$ cat src/rtl/can_err_pkg.sv
package can_err_pkg;

    localparam int CNT_W    = 8;
    localparam int STAT_W   = 8;
    localparam int WORD_W   = 16;
    localparam int WR_W     = 5;

    typedef enum logic [2:0] {
        LEC_NONE   = 3'd0,
        LEC_STUFF  = 3'd1,
        LEC_FORM   = 3'd2,
        LEC_ACK    = 3'd3,
        LEC_BIT1   = 3'd4,
        LEC_BIT0   = 3'd5,
        LEC_CRC    = 3'd6,
        LEC_NOUPD  = 3'd7
    } lec_e;

    typedef enum logic [2:0] {
        EV_IDLE,
        EV_TX_DONE,
        EV_RX_DONE,
        EV_TX_FAULT,
        EV_RX_FAULT
    } evt_e;

    typedef struct packed {
        logic boff;
        logic warn;
        logic pasv;
    } flags_t;

    function automatic logic code_valid(input logic [2:0] code);
        return (code != 3'(LEC_NONE)) && (code != 3'(LEC_NOUPD));
    endfunction

    // Single event per cycle: accepted fault, then transmit, then receive.
    function automatic evt_e classify(
        input logic       err,
        input logic [2:0] code,
        input logic       is_tx,
        input logic       tx_ok,
        input logic       rx_ok,
        input logic       blocked
    );
        evt_e e;
        if (blocked)                 e = EV_IDLE;
        else if (err && code_valid(code))
                                     e = is_tx ? EV_TX_FAULT : EV_RX_FAULT;
        else if (tx_ok)              e = EV_TX_DONE;
        else if (rx_ok)              e = EV_RX_DONE;
        else                         e = EV_IDLE;
        return e;
    endfunction

    function automatic flags_t derive_flags(
        input logic [CNT_W-1:0] tec,
        input logic [CNT_W-1:0] rec,
        input logic             boff,
        input int               warn_lvl,
        input int               pasv_lvl
    );
        flags_t f;
        f.boff = boff;
        f.warn = (int'(tec) >= warn_lvl) || (int'(rec) >= warn_lvl);
        f.pasv = (int'(tec) >  pasv_lvl) || (int'(rec) >  pasv_lvl);
        return f;
    endfunction

endpackage

$ cat src/rtl/can_err_counters.sv
module can_err_counters
    import can_err_pkg::*;
#(
    parameter int TX_PENALTY = 8,
    parameter int REC_CEIL   = 128
) (
    input  logic             clk,
    input  logic             rst,
    input  logic             recov_clr,
    input  evt_e             evt,
    output logic [CNT_W-1:0] tec,
    output logic [CNT_W-1:0] rec,
    output logic             boff,
    output logic [CNT_W-1:0] tec_n,
    output logic [CNT_W-1:0] rec_n,
    output logic             boff_n
);

    localparam logic [CNT_W-1:0] TEC_MAX  = '1;
    localparam logic [CNT_W-1:0] STEP     = CNT_W'(TX_PENALTY);
    localparam logic [CNT_W-1:0] TEC_LIM  = TEC_MAX - STEP;
    localparam logic [CNT_W-1:0] REC_TOP  = CNT_W'(REC_CEIL);

    always_comb begin
        tec_n  = tec;
        rec_n  = rec;
        boff_n = boff;
        if (recov_clr) begin
            tec_n  = '0;
            rec_n  = '0;
            boff_n = 1'b0;
        end else begin
            case (evt)
                EV_TX_FAULT: begin
                    if (tec > TEC_LIM) begin
                        tec_n  = TEC_MAX;
                        boff_n = 1'b1;
                    end else begin
                        tec_n = tec + STEP;
                    end
                end
                EV_RX_FAULT: if (rec < REC_TOP) rec_n = rec + 1'b1;
                EV_TX_DONE:  if (tec != '0)     tec_n = tec - 1'b1;
                EV_RX_DONE:  if (rec != '0)     rec_n = rec - 1'b1;
                default: ;
            endcase
        end
    end

    always_ff @(posedge clk) begin
        if (rst) begin
            tec  <= '0;
            rec  <= '0;
            boff <= 1'b0;
        end else begin
            tec  <= tec_n;
            rec  <= rec_n;
            boff <= boff_n;
        end
    end

endmodule

$ cat src/rtl/can_err_status.sv
module can_err_status
    import can_err_pkg::*;
(
    input  logic            clk,
    input  logic            rst,
    input  evt_e            evt,
    input  logic [2:0]      code,
    input  logic            wr_stat,
    input  logic [WR_W-1:0] wdata,
    input  logic            rd_stat,
    input  logic            flag_chg,
    output logic            txok,
    output logic            rxok,
    output lec_e            lec,
    output logic            irq
);

    logic fault;
    logic irq_set;

    assign fault   = (evt == EV_TX_FAULT) || (evt == EV_RX_FAULT);
    assign irq_set = fault || flag_chg;

    always_ff @(posedge clk) begin
        if (rst) begin
            txok <= 1'b0;
            rxok <= 1'b0;
            lec  <= LEC_NOUPD;
            irq  <= 1'b0;
        end else begin
            // hardware update takes precedence over a CPU write
            if (fault)
                lec <= lec_e'(code);
            else if (evt == EV_TX_DONE || evt == EV_RX_DONE)
                lec <= LEC_NONE;
            else if (wr_stat)
                lec <= lec_e'(wdata[2:0]);

            if (evt == EV_TX_DONE)          txok <= 1'b1;
            else if (wr_stat && !wdata[3])  txok <= 1'b0;

            if (evt == EV_RX_DONE)          rxok <= 1'b1;
            else if (wr_stat && !wdata[4])  rxok <= 1'b0;

            if (irq_set)       irq <= 1'b1;
            else if (rd_stat)  irq <= 1'b0;
        end
    end

endmodule

$ cat src/rtl/can_err_tracker.sv
module can_err_tracker
    import can_err_pkg::*;
#(
    parameter int WARN_LEVEL = 96,
    parameter int PASV_LEVEL = 127,
    parameter int TX_PENALTY = 8,
    parameter int REC_CEIL   = 128
) (
    input  logic              clk,
    input  logic              rst,
    input  logic              ev_tx_ok,
    input  logic              ev_rx_ok,
    input  logic              ev_err,
    input  logic [2:0]        ev_err_code,
    input  logic              ev_err_is_tx,
    input  logic              recov_clr,
    input  logic              cpu_wr,
    input  logic              cpu_rd,
    input  logic              cpu_addr,
    input  logic [WR_W-1:0]   cpu_wdata,
    output logic [WORD_W-1:0] cpu_rdata,
    output logic              stat_irq
);

    localparam int DISP_W = CNT_W - 1;

    logic [CNT_W-1:0] tec, rec, tec_n, rec_n;
    logic             bus_off, bus_off_n;
    logic             txok, rxok;
    lec_e             lec;
    evt_e             evt;
    flags_t           flg_now, flg_nxt;
    logic             rx_pasv;
    logic [DISP_W-1:0] rec_disp;
    logic [STAT_W-1:0] stat_byte;

    assign evt = classify(ev_err, ev_err_code, ev_err_is_tx,
                          ev_tx_ok, ev_rx_ok, bus_off || recov_clr);

    can_err_counters #(
        .TX_PENALTY (TX_PENALTY),
        .REC_CEIL   (REC_CEIL)
    ) u_cnt (
        .clk       (clk),
        .rst       (rst),
        .recov_clr (recov_clr),
        .evt       (evt),
        .tec       (tec),
        .rec       (rec),
        .boff      (bus_off),
        .tec_n     (tec_n),
        .rec_n     (rec_n),
        .boff_n    (bus_off_n)
    );

    assign flg_now = derive_flags(tec,   rec,   bus_off,   WARN_LEVEL, PASV_LEVEL);
    assign flg_nxt = derive_flags(tec_n, rec_n, bus_off_n, WARN_LEVEL, PASV_LEVEL);

    can_err_status u_stat (
        .clk      (clk),
        .rst      (rst),
        .evt      (evt),
        .code     (ev_err_code),
        .wr_stat  (cpu_wr && !cpu_addr),
        .wdata    (cpu_wdata),
        .rd_stat  (cpu_rd && !cpu_addr),
        .flag_chg (flg_now != flg_nxt),
        .txok     (txok),
        .rxok     (rxok),
        .lec      (lec),
        .irq      (stat_irq)
    );

    assign rx_pasv   = int'(rec) > PASV_LEVEL;
    assign rec_disp  = rx_pasv ? '1 : rec[DISP_W-1:0];
    assign stat_byte = {flg_now.boff, flg_now.warn, flg_now.pasv, rxok, txok, lec};
    assign cpu_rdata = cpu_addr ? {rx_pasv, rec_disp, tec}
                                : {{(WORD_W-STAT_W){1'b0}}, stat_byte};

endmodule

$ cat config.mk
export PLATFORM = sky130hd
export DESIGN_NAME = can_err_tracker
export DESIGN_NICKNAME = d
export VERILOG_FILES = /design/src/rtl/can_err_pkg.sv /design/src/rtl/can_err_counters.sv /design/src/rtl/can_err_status.sv /design/src/rtl/can_err_tracker.sv
export SDC_FILE = /design/constraint.sdc
export NUM_CORES = 1
export LEC_CHECK = 0
export BUFFER_PORTS_ARGS = -buffer_cell sky130_fd_sc_hd__buf_2
export CAP_MARGIN = 20
export CORE_MARGIN = 2
export CORE_UTILIZATION = 39
export DETAILED_ROUTE_END_ITERATION = 16
export SKIP_CTS_REPAIR_TIMING = 1
export SYNTH_ARGS = -nofsm -noshare
export SYNTH_HDL_FRONTEND = slang
export SYNTH_HIERARCHICAL = 1
export SYNTH_SLANG_ARGS = --single-unit
$ cat constraint.sdc
create_clock -name clk -period 3.4 [get_ports clk]
set_input_delay 0.34 -clock clk [delete_from_list [all_inputs] [get_ports clk]]
set_output_delay 0.34 -clock clk [all_outputs]
set_load 0.005 [all_outputs]
==> flow_summary.yaml, run 1 <==
clock_network:
  clk_latency_ps: 280
  clockBufferDepth: 2
  path_clk_slew_ps: 100
  root_buffer: "clkbuf_8"
  htreeDepth: 1
  cts_tree: "yes"
  cts.sinks: 23
  cts_buffers: 3
grt:
  grt_pass1_wl_um: 10200
  grt_max_degree: 31
  grt.total_usage: 0.195
  overflow: 0
  antenna_found_initial: 0
  grt_pass1_vias: 2045
worst_setup_path:
  crit_type: "flop to flop"
  r2r-end: "u_stat/irq"
  rrSetupSlack_ps: 320
  path_max_fanout: 10
  cp-start-kind: "flop"
  crit_arrival_ps: 3240
  end_kind: "flop"
  timing.rr.start: "u_cnt/boff"
  critPathRequiredTime_ps: 3570
  r2r_cells: 13
die:
  floorplan.rows: 28
  fp.dieW_um: 81.6
  start_util: 0.399
  die_area_sq_mm: 0.00667
  die_y_um: 81.6
  core_area_sq_mm: 0.00589
  ios: 35
worst_hold_path:
  hold_class: "input port to flop"
  hold_depth: 3
  min_from: "cpu_wdata[4]"
  hold_path_end: "u_stat/rxok"
timing:
  tns_ps: 0
  setup_viol: 0
  worst_pin_slew_ps: 677
  skew_ps: 7.74
  fin_crit_sh: 0.905
  relSlewSlack: 0.548
  finalHoldViolations: 0
  final_max_slew_viol_count: 0
  max_freq_ghz: 0.325
  rsz0062_at_grt: "false"
  fin_crit_ps: 3080
detailed_routing:
  drt_wl_total_um: 6310
  vias: 2378
  drc: 0
  drt-pass1-iter-count: 4
  ant_nets: 0
  drt_first_iter_violations: 158
  wl_per_cell_um: 15.6
  avgViaCountPerCell: 5.90
power_and_ir_drop:
  ir_drop_v: 0.000233
  leakagePower_uw: 0.000999
  power.density_mw_per_mm2: 266
synth:
  syn_nets: 331
  synthesis.area_sq_mm: 0.00235
  avgSynthCellArea_sq_um: 7.68
  synthCells: 306
  yosysWarnings: 6
placed_design:
  port_buffers: 34
  post-dp-hpwl_um: 4540
  gp_congestion: 0.838
finish:
  nets: 354
  post-route-util: 0.441
  syn2layout_area_growth_pct: 10.4
  antenna_cells: 0
  drive_gt1_frac: 0.241
run_status:
  status: "finished, final reports clean"
flow_run:
  cap_violations: 0
-- through the flow --
step	std cells	setup slack, ps	hold slack [ps]	instance area, sq um	total power (uW)
final	403	322	333	2600	692
after global placement	399	226	472	2550	508
after global routing	403	81.5	356	2600	731
after CTS	403	404	333	2600	696
after detailed placement	399	213	477	2550	509
after floorplan	306	496	409	2350	449
-- worst max-delay path: stages, from the launching register on --
cell and delay, ps:
dfxtp_1 520, nor3b_1 100, nand4_1 150, o21ai_2 100
buf_4 180, nor4b_1 570, o21ai_0 220, o21ai_0 180
a21oi_1 140, a211o_1 300, o211ai_1 160, nand4_1 110
a21oi_1 120, a31oi_1 100
-- area by class of cell --
cell class	count	area [sq um]
fill	644	3290
tap	75	93.8
multi-input combinational	238	1680
inverter	19	71.3
clock buffer	3	41.3
clock inverter	1	5.00
timing repair buffer	44	245
sequential	23	460
-- state kept, by name, summed over array words and instances (netlist names) --
signal and cells:
u_cnt/boff 1, u_cnt/rec 8, u_cnt/tec 8, u_stat/irq 1
u_stat/lec 3, u_stat/rxok 1, u_stat/txok 1
-- power by group --
part	switching, uW	total, uW	internal, uW
registers	18.6	300	282
logic	109	204	95.4
clock network	105	187	82.4
total	232	692	460
-- cell usage in the layout (no fill, tap or decap), types with 4 or more instances in the layout --
cell type and instances:
buf_2 34, dfxtp_1 23, a21oi_1 22, inv_1 19, nor2_1 18, nand2_1 15
o21ai_0 15, nand3_1 10, nor3_1 10, buf_4 10, o21a_1 9, nand2b_1 9
mux2_2 7, ha_1 7, a31oi_1 6, and3_1 6, o211ai_1 5, xnor2_1 5
or3b_2 5, nor3b_1 4, nand4_1 4, nor2b_1 4, nor4_1 4, o22ai_1 4
o31ai_1 4, a211oi_1 4
-- per-layer routing --
metal | track usage | up-vias | part of all wire
met5 | 0 | - | 0
met4 | 0.0450 | 0 | 0.011
met3 | 0.0297 | 6 | 0.043
met2 | 0.330 | 70 | 0.49
met1 | 0.263 | 1119 | 0.45
li1 | - | 1183 | -
-- how the worst max path moves through the flow --
stage	start	end	slack, ps
6_report	u_cnt/boff	u_stat/irq	320
5_1_grt	u_cnt/boff	u_stat/irq	80
2_1_floorplan	ev_err_code[0]	u_stat/irq	500
3_3_place_gp	ev_err_code[0]	u_stat/irq	230
3_5_place_dp	ev_err_code[0]	u_stat/irq	210
4_1_cts	u_cnt/boff	u_stat/irq	400
Power figures use the tool's default switching activity.
==> inputs of run 2 (changes only) <==
- CORE_MARGIN: 2 -> 4
- SLEW_MARGIN: not set -> 20
==> run 2 against run 1 <==
  * Non-clock buffer count shrank 1
  * Wire length shrank 0.38%
  * Utilization shrank 0.085 points
  * Via count shrank 1.4%
  * First-iteration DRC count shrank 14%
  * Hold slack gained 16 ps
  * Count of clock-buffer cells in the layout is the same
  * Die area grew 10%
  * Cell area shrank 0.19%
  * Flip-flop and latch count is the same
  * Maximum frequency grew 7.9%
  * Largest power group unchanged
==> flow_summary.yaml, run 2 (synthesis gave the netlist of run 1 again) <==
run_status:
  status: "finished, final reports clean"
die:
  core_area_sq_mm: 0.00589
  die_area_sq_mm: 0.00733
  start_util: 0.399
  die_y_um: 85.6
  floorplan.rows: 28
  fp.dieW_um: 85.6
  ios: 35
grt:
  grt_pass1_wl_um: 10700
  grt_max_degree: 31
  grt.total_usage: 0.174
  overflow: 0
  antenna_found_initial: 0
  grt_pass1_vias: 2265
placed_design:
  post-dp-hpwl_um: 4590
  port_buffers: 34
  place_area_sq_mm: 0.00254
  dp_slack_ps: 267
  gp_congestion: 0.842
clock_network:
  htreeDepth: 1
  cts_tree: "yes"
  clockBufferDepth: 2
  cts_buffers: 3
  clk_latency_ps: 280
  root_buffer: "clkbuf_8"
  cts.sinks: 23
  path_clk_slew_ps: 100
timing:
  fin_crit_ps: 2850
  hold_slack_ps: 349
  final_max_slew_viol_count: 0
  finalHoldViolations: 0
  relSlewSlack: 0.563
  worst_pin_slew_ps: 655
  skew_ps: 3.49
  setup_viol: 0
  rsz0062_at_grt: "false"
  max_freq_ghz: 0.351
  tns_ps: 0
  fin_crit_sh: 0.839
  fin_ws_ps: 547
detailed_routing:
  avgViaCountPerCell: 5.83
  ant_nets: 0
  wl_per_cell_um: 15.6
  drc: 0
  drt_wl_total_um: 6280
  drt-pass1-iter-count: 4
  drt_first_iter_violations: 136
  vias: 2344
power_and_ir_drop:
  switching_power_uw: 233
  clock_power_share: 0.274
  power.density_mw_per_mm2: 267
  leakagePower_uw: 0.000990
  total_power_uw: 692
  ir_drop_v: 0.000186
  swShare: 0.336
  power_frac_seq: 0.434
  p_int_uw: 459
  combPwrFrac: 0.292
worst_setup_path:
  cp-start-kind: "input port"
  cp_slowest_cell: "or4b_1"
  critPathRequiredTime_ps: 3570
  cpMostUsedCell: "a21oi_1"
  crit_path_max_incr_delay_ps: 510
  worstPathCellList: "buf_2, or3_4, and3_4, o21ai_2, nand2b_1, or4b_1, a21oi_1, nor4_1, a211o_1, o211ai_1, nand4_1, a21oi_1, a31oi_1"
  crit_arrival_ps: 3030
  crit_type: "input port to flop"
  end_kind: "flop"
  path_max_fanout: 8
finish:
  regArea_sq_um: 460
  final_cell_area_sq_mm: 0.00259
  layout_commonest_cell: "buf_2"
  nets: 353
  final_cell_mix: "buf_2, dfxtp_1, a21oi_1, inv_1, nor2_1"
  antenna_cells: 0
  multi_input_area_sq_mm: 0.00168
  syn2layout_area_growth_pct: 10.2
  drive_gt1_frac: 0.239
  fillCellCount: 632
  reg_top3: "u_cnt/rec: 8 flops, u_cnt/tec: 8 flops, u_stat/lec: 3 flops"
worst_hold_path:
  hold_class: "input port to flop"
flow_run:
  cap_violations: 0
run 2: cell count changes in the layout (fill, tap and decap cells not counted):
cell and change:
buf_4 -1, clkinv_2 -1, clkinvlp_4 +1
run 2: per-stage QoR:
stage,cells,util
2_1_floorplan,306,-
3_3_place_gp,398,0.432
3_5_place_dp,398,0.432
4_1_cts,402,0.440
5_1_grt,402,0.440
6_report,402,0.440
run 2: worst paths after layout:
path	cells after the start	from	end	slack [ps]
max	13	ev_err_code[0]	u_stat/irq	550
max reg2reg	11	u_cnt/boff	u_stat/irq	580
min	2	rst	u_stat/txok	350
min reg2reg	2	u_stat/rxok	u_stat/rxok	500
run 2: power by group through the flow:
stage | registers, uW | clock network (uW) | logic (uW)
2_1_floorplan | 296 | 0 | 153
3_3_place_gp | 307 | 0 | 200
4_1_cts | 301 | 197 | 202
6_report | 301 | 190 | 202
5_1_grt | 303 | 205 | 226
3_5_place_dp | 307 | 0 | 201
run 2: critical path: cells and delay by family:
kind / cells / cell delay (ps)
AOI/OAI and AO/OA: 6 / 1180
buffers and inverters: 1 / 120
and+or+nand+nor: 6 / 1370
run 2: area by class of cell:
cell class              count  area share
clock inverters             1     0.00290
flip-flops and latches     23       0.178
inverters                  19      0.0275
well taps                  75      0.0362
clock buffers               3      0.0159
repair buffers             43      0.0917
multi-input cells         238       0.648
run 2: metal layers:
| metal | share of wire | GRT usage | wire [um] | vias up |
|---|---|---|---|---|
| met2 | 0.48 | 0.304 | 3040 | 67 |
| li1 | - | - | - | 1180 |
| met1 | 0.46 | 0.228 | 2920 | 1093 |
| met4 | 0.0045 | 0.0273 | 28 | 0 |
| met5 | 0 | 0 | 0 | - |
| met3 | 0.047 | 0.0288 | 296 | 4 |
==> inputs of run 3 (changes only) <==
- clock period: 3.4 -> 2.35 ns (I/O delays scaled with it)
==> run 3 against run 2 <==
  * The run now ends with setup timing left
  * Global-route usage is 2.5 points higher
  * Sequential power is 41% higher
  * Clock power is 45% higher
  * Via count is 11% higher
  * Die area stayed put
  * Critical path depth is 1 lower
  * Final cell count is 16% higher
  * Largest cell class unchanged
  * Largest power group unchanged
==> flow_summary.yaml, run 3 (synthesis gave the netlist of run 1 again) <==
run_status:
  status: "finished, violations left"
  violations: "setup timing"
placed_design:
  place_area_sq_mm: 0.00303
  post-dp-hpwl_um: 5350
  port_buffers: 34
  gp_congestion: 0.938
  dp.cells: 459
detailed_routing:
  wl_per_cell_um: 15.3
  drt_first_iter_violations: 93
  drt-pass1-iter-count: 4
  drt_wl_total_um: 7140
  drc: 0
  avgViaCountPerCell: 5.57
  ant_nets: 0
  vias: 2609
clock_network:
  cts.sinks: 23
  path_clk_slew_ps: 100
  clockBufferDepth: 2
  cts_tree: "yes"
  root_buffer: "clkbuf_8"
  cts_buffers: 3
  clk_latency_ps: 280
  htreeDepth: 1
timing:
  fin_crit_sh: 1.11
  skew_ps: 5.46
  setup_viol: 1
  worst_pin_slew_ps: 590
  final_max_slew_viol_count: 0
  fin_ws_ps: -254
  fin_crit_ps: 2600
  finalHoldViolations: 0
  max_freq_ghz: 0.384
  relSlewSlack: 0.606
  rsz0062_at_grt: "true"
power_and_ir_drop:
  switching_power_uw: 365
  clock_power_share: 0.252
  ir_drop_v: 0.000286
  p_int_uw: 728
  combPwrFrac: 0.360
  leakagePower_uw: 0.00134
  power.density_mw_per_mm2: 345
  total_power_uw: 1090
  swShare: 0.334
  power_frac_seq: 0.388
grt:
  grt_max_degree: 20
  overflow: 0
  grt_pass1_vias: 2558
  antenna_found_initial: 0
  grt_pass1_wl_um: 12100
  grt.total_usage: 0.199
die:
  fp.dieW_um: 85.6
  die_y_um: 85.6
  core_area_sq_mm: 0.00589
  floorplan.rows: 28
  die_area_sq_mm: 0.00733
  start_util: 0.399
  ios: 35
worst_setup_path:
  path_max_fanout: 5
  end_kind: "flop"
  critPathRequiredTime_ps: 2520
  cp-start-kind: "flop"
  crit_type: "flop to flop"
  crit_arrival_ps: 2780
flow_run:
  cap_violations: 0
finish:
  final_cell_area_sq_mm: 0.00317
  drive_gt1_frac: 0.389
  final_cells: 468
  layout_commonest_cell: "buf_4"
  reg_top3: "u_cnt/rec: 8 flops, u_cnt/tec: 8 flops, u_stat/lec: 3 flops"
  multi_input_area_sq_mm: 0.00176
  final_cell_mix: "buf_4, buf_2, dfxtp_1, a21oi_1, inv_1"
  nets: 419
  syn2layout_area_growth_pct: 34.7
  post-route-util: 0.538
  antenna_cells: 0
  fillCellCount: 583
  regArea_sq_um: 462
worst_hold_path:
  hold_class: "input port to flop"
==> run 3: power groups by stage <==
stage	Sequential [uW]	Combinational, uW	Clock (uW)
2_1_floorplan	429	228	0
3_3_place_gp	433	368	0
3_5_place_dp	433	372	0
4_1_cts	424	374	283
5_1_grt	427	435	303
6_report	424	394	275
==> run 3: final cells by class <==
class / count / area share
clock inverters: 1 / 0.00237
well taps: 75 / 0.0296
inverters: 19 / 0.0225
flip-flops and latches: 23 / 0.146
clock buffers: 3 / 0.0130
repair buffers: 109 / 0.232
multi-input cells: 238 / 0.555
==> run 3: routing by layer <==
metal  share of wire  vias to the layer above  global-route usage
li1                -                     1314                   -
met1            0.46                     1224               0.253
met2            0.49                       59               0.348
met3           0.032                       12              0.0317
met4           0.016                        0              0.0547
met5               0                        -                   0
==> run 3: critical path, stage by stage, from the launching register on <==
cell and delay (ps):
dfxtp_2 340, nor3b_2 140, nand4_1 240, o21ai_4 190
nand2b_4 80, or4b_4 490, a21oi_4 160, nor4_2 50
a211o_1 310, o211ai_1 180, nand4_1 100, a21oi_1 120
a31oi_1 90
==> run 3: final timing paths <==
kind / start / endpoint / slack, ps / cells past startpoint
setup / recovery: u_cnt/boff / u_stat/irq / -250 / 12
setup reg to reg: u_cnt/boff / u_stat/irq / -250 / 12
hold reg to reg: u_stat/txok / u_stat/txok / 500 / 2
hold / removal: rst / u_stat/rxok / 240 / 2
==> run 3: through the flow <==
step | TNS [ps] | setup slack [ps] | hold WS, ps
final | -254 | -254 | 245
after global routing | -423 | -423 | 250
after CTS | -300 | -300 | 227
after detailed placement | -657 | -567 | 477
after global placement | -557 | -520 | 466
after floorplan | -305 | -305 | 304
